==> src/rtl/irq_enclr_ctrl.sv <==
module irq_enclr_ctrl #(
  parameter int NSRC    = 5,
  parameter int DW      = 16,
  parameter int CLR_LSB = 8
) (
  input  logic            clk,
  input  logic            rst_n,
  input  logic [NSRC-1:0] src_evt,
  input  logic            wr_en,
  input  logic [1:0]      wr_be,
  input  logic [DW-1:0]   wr_data,
  output logic [DW-1:0]   rd_data,
  output logic            irq_out
);
  localparam int CLR_MSB = CLR_LSB + NSRC - 1;

  logic [NSRC-1:0] en_q, pend_q;
  logic [NSRC-1:0] set_v, clr_v;
  logic            en_wr;
  logic            unused_wr_bits;

  assign en_wr = wr_en && wr_be[0];
  assign set_v = src_evt & en_q;
  assign clr_v = (wr_en && wr_be[1]) ? wr_data[CLR_MSB:CLR_LSB] : '0;
  assign unused_wr_bits = ^{wr_data[CLR_LSB-1:NSRC], wr_data[DW-1:CLR_MSB+1]};

  always_ff @(posedge clk or negedge rst_n) begin
    if (!rst_n) begin
      en_q   <= '0;
      pend_q <= '0;
    end else begin
      if (en_wr) en_q <= wr_data[NSRC-1:0];
      pend_q <= (pend_q & ~clr_v) | set_v;
    end
  end

  always_comb begin
    rd_data = '0;
    rd_data[NSRC-1:0] = en_q;
    rd_data[CLR_MSB:CLR_LSB] = pend_q;
  end

  assign irq_out = |(pend_q & en_q);


  latch_on_event_chk: assert property (@(posedge clk) disable iff (!rst_n)
    (|(src_evt & rd_data[NSRC-1:0])) |=>
      ((rd_data[CLR_MSB:CLR_LSB] & $past(src_evt & rd_data[NSRC-1:0])) == $past(src_evt & rd_data[NSRC-1:0])));


  no_spurious_pend_chk: assert property (@(posedge clk) disable iff (!rst_n)
    1'b1 |=> ((rd_data[CLR_MSB:CLR_LSB] & ~$past(rd_data[CLR_MSB:CLR_LSB])
               & ~$past(src_evt & rd_data[NSRC-1:0])) == '0));


  ack_drops_pend_chk: assert property (@(posedge clk) disable iff (!rst_n)
    (wr_en && wr_be[1]) |=>
      ((rd_data[CLR_MSB:CLR_LSB] & $past(wr_data[CLR_MSB:CLR_LSB] & ~(src_evt & rd_data[NSRC-1:0]))) == '0));


  enable_hold_chk: assert property (@(posedge clk) disable iff (!rst_n)
    !(wr_en && wr_be[0]) |=> $stable(rd_data[NSRC-1:0]));


  irq_follows_chk: assert property (@(posedge clk) disable iff (!rst_n)
    (|(src_evt & rd_data[NSRC-1:0])) && !(wr_en && wr_be[0]) |=> irq_out);
endmodule

==> config.mk <==
export PLATFORM = sky130hd
export DESIGN_NAME = irq_enclr_ctrl
export DESIGN_NICKNAME = d
export VERILOG_FILES = /design/src/rtl/irq_enclr_ctrl.sv
export SDC_FILE = /design/constraint.sdc
export NUM_CORES = 1
export LEC_CHECK = 0
export BUFFER_PORTS_ARGS = -buffer_cell sky130_fd_sc_hd__buf_4
export CAP_MARGIN = 20
export CELL_PAD_IN_SITES_DETAIL_PLACEMENT = 0
export CELL_PAD_IN_SITES_GLOBAL_PLACEMENT = 1
export CORE_ASPECT_RATIO = 1.5
export CORE_UTILIZATION = 23
export CTS_BUF_LIST = sky130_fd_sc_hd__clkbuf_4
export DETAILED_ROUTE_END_ITERATION = 12
export PLACE_DENSITY = 0.84
export SYNTH_ARGS = -nofsm -noshare
export SYNTH_HDL_FRONTEND = slang
export SYNTH_SLANG_ARGS = --single-unit
==> constraint.sdc <==
create_clock -name clk -period 0.9 [get_ports clk]
set_clock_uncertainty 0.2 [all_clocks]
set_input_delay 0 -clock clk [delete_from_list [all_inputs] [get_ports clk]]
set_output_delay 0 -clock clk [all_outputs]
set_load 0.05 [all_outputs]
Word-level counts from Yosys, hierarchy flattened --
Cells that the tools add are included.
Word-level totals: flip-flop bits (word level) 10, latch bits 0, memory bits (writable) 0, memory bits (read-only) 0, output and inout bits 17, logic and storage cells 11, memories kept 0
Operators by class: $add $sub $neg 0, multipliers 0, div/mod/pow operators 0, magnitude comparators 0, equal/unequal tests 0, shift-type cells 0, mux-type cells 1, bitwise logic cells 5, reduce and logical (&&, ||, !) cells 3
Operators by type and width (number):
- $and 5x5->5 | 3
- $mux 5 | 1
- $not 5->5 | 1
- $or 5x5->5 | 1
- $reduce_or 5->1 | 1
- $logic_and 1x1->1 | 2

Logic depth before layout (Yosys ltp) --
depth in word-level cells 5, gate-level depth with buffers 2

Least setup slack after synthesis --
No wires, ideal clock.
path kind register to output, start register en_q[3], end output irq_out, data arrival time 1.295 ns, path slack -0.595 ns, stages on the path, launching flop included 3, buffers on the path 0, path through dfrtp_1 -> a222oi_1 -> nand2_1
Between the ends: longest elaborated chain between the ends 2
Ends and longest elaborated chain:
- start: declaration | line 17 | logic [NSRC-1:0] en_q, pend_q;
- start signal: assignment | line 32 | if (en_wr) en_q <= wr_data[NSRC-1:0];
- $and 5x5->5 | line 43 | assign irq_out = |(pend_q & en_q);
- $reduce_or 5->1 | line 43
- end: declaration | line 13 | output logic irq_out
No other way between the ends.

Worst setup path after layout --
Same ends and word-level chain as after synthesis.

==> impl_metrics.csv <==
group,metric,value,unit
setup_path,reg2reg_slack,-0.30,ns
placed_design,place.port_buffers,30,
setup_path,cp-end-kind,"primary output",
synthesis,synthMuxAreaShare,15.8,%
setup_path,reg2reg_to,"en_q[2]",
setup_path,crit_buf_inv,1,
pwr,power.static_leakage,0.000473,uW
floorplanning,dieArea,2260,sq um
timing,period_share,166,%
timing,rsz0062_at_grt,"true",
setup_path,ff2ff_path_depth,3,
layout,final_cell_mix,"23 x buf_4, 12 x buf_6, 10 x dfrtp_2",
setup_path,crit_slowest_cell,"dfrtp_2",
placed_design,dp_worst_setup_slack,-0.333,ns
synthesis,ys_seq_elements,10,
synthesis,synth_seq_area_share,52.6,%
global_route,grt.total_usage,12.9,%
setup_path,path_class,"reg2out",
clock_tree,h-tree-depth,1,
detailed_routing,drt_pre_antenna_iters,4,
layout,area_delta_synth_final,100,%
floorplanning,die_w,39.1,um
setup_path,cp.depth,3,
detailed_routing,m1WireLength,495,um
clock_tree,postCtsHoldBufs,1,
synthesis,yosys.area_share.simple,8.42,%
detailed_routing,routedWlPerCell,12.2,um
clock_tree,clock_latency,0.25,ns
global_route,grt_max_degree,11,
setup_path,critPathMaxStageDelay,0.40,ns
timing,fin_ws,-0.594,ns
floorplanning,start_util,25.3,%
setup_path,cp.required,0.70,ns
timing,setup_tns,-4.67,ns
layout,post-route-util,50.6,%
setup_path,startpoint_type,"register",
detailed_routing,drt_wl_total,1.26,mm
layout,antenna_cells,0,
clock_tree,cts_tree,"yes",
pwr,pwr_density_cell,2000,nW/um^2
global_route,grt-ovfl-total,0,
detailed_routing,dr_wl_met2,624,um
synthesis,ys_types,10,
setup_path,cp_top_family,"flip-flops",
synthesis,synth-compound-area-share,12.9,%
layout,nNetsFinal,110,
detailed_routing,top_layer_used,"met4",
timing,hold_ws,-0.226,ns
synthesis,yosys.area_share.xor_xnor,0,%
detailed_routing,met3_length,108,um
min_path,min_path_type,"in2reg",
timing,setup_viol,21,
layout,drive_gt1_share,76.8,%
synthesis,ys_warn_count,0,
setup_path,path_cells,"a222oi_1 > nand2_2 > buf_6",
clock_tree,clock_sinks,10,
global_route,grt_pass1_wl,1.90,mm
floorplanning,core,1880,sq um
setup_path,crit_path_max_fanout,2,
status,violations,"negative hold slack, negative setup slack",
global_route,antenna_found_initial,0,
timing,fmax,669,MHz
pwr,ir_drop,0.00129,V
clock_tree,max-clock-path-buffers,2,
layout,final_common_cell,"buf_4",
floorplanning,die_y,57.7,um
detailed_routing,drt_iter0_drc,11,
clock_tree,path_clk_slew,0.06,ns
setup_path,worstPathArrival,1.29,ns
detailed_routing,vias,448,
detailed_routing,ant_nets,0,
min_path,min_to,"en_q[0]",
clock_tree,numCtsBuffers,3,
placed_design,routabilityCongestion,0.607,
run,maxCapViolations,0,
global_route,grt_pass1_vias,434,
status,outcome,"finished, violations left",
timing,finalHoldViolCount,20,
synthesis,syn_avg_cell_area,13.2,sq um
synthesis,syn_area,475,sq um
setup_path,r2r_start,"en_q[2]",
synthesis,synthCells,36,
synthesis,synthAdderAreaFrac,0,%
min_path,hold_start,"wr_data[0]",
timing,maxSlewViolCount,0,
floorplanning,num_rows,19,
clock_tree,root_buffer,"clkbuf_4",
floorplanning,top_level_ports,43,
synthesis,synth_top_family_by_area,"multiplexers",
timing,final.min_clock_period,1.49,ns
detailed_routing,post_drt_via_cell_ratio,4.35,
detailed_routing,drc_errors,0,
min_path,min_path_cells,2,
==> sequential cells by signal, indices dropped and copies added, names as in the netlist <==
name    count
en_q        5
pend_q      5
==> per-layer routing <==
metal | vias to the layer above | GRT usage (%)
met5 | - | 0
met4 | 0 | 8.87
met3 | 4 | 3.07
met2 | 29 | 19.8
met1 | 200 | 15.3
li1 | 215 | -
==> per-stage QoR <==
stage | cell area, sq um | power, uW | std cells
global route | 951 | 2010 | 103
CTS | 917 | 1870 | 100
global placement | 783 | 1400 | 95
detailed placement | 783 | 1410 | 95
finish | 951 | 1910 | 103
floorplan | 509 | 1090 | 41
==> where the power goes <==
group          switching (uW)  internal (uW)
registers                59.2            537
clock network             132            153
logic                     528            498
total                     718           1190
==> cells by family (layout without fill, tap and decap cells) <==
group,Yosys count,in the layout
buf+inv,6,47
other cells,1,6
simple gates,7,7
flops,10,10
mux,5,5
compound gates,7,7
==> cells in the mapped netlist (all sizes together) <==
cell type / n / area [sq um]
dfrtp: 10 / 250
buf: 6 / 45.0
nand2: 2 / 15.0
a222oi: 1 / 10.0
conb: 1 / 3.75
a22o: 5 / 43.8
nand3: 5 / 25.0
mux2: 5 / 75.1
a22oi: 1 / 7.51
==> how the worst max path moves through the flow <==
stage / from / end / slack, ns
finish: en_q[3] / irq_out / -0.59
global route: en_q[3] / irq_out / -0.65
CTS: en_q[3] / irq_out / -0.60
detailed placement: pend_q[3] / irq_out / -0.33
global placement: pend_q[3] / irq_out / -0.33
floorplan: pend_q[3] / irq_out / -0.45
==> area by class of cell <==
cell class / count / area (sq um)
flip-flops and latches: 10 / 263
well taps: 21 / 26.3
multi-input cells: 25 / 201
fillers: 181 / 927
clock buffers: 3 / 22.5
repair buffers: 44 / 438
==> what timing repair did <==
| item | in CTS | in global routing |
|---|---|---|
| endpoints found under the hold margin | 20 | 20 |
| pin swaps | 1 | 0 |
| setup endpoints to repair | 21 | 21 |
| resized for setup | 25 | 5 |
| setup buffers | 3 | 6 |
(Power assumes the default switching activity.)
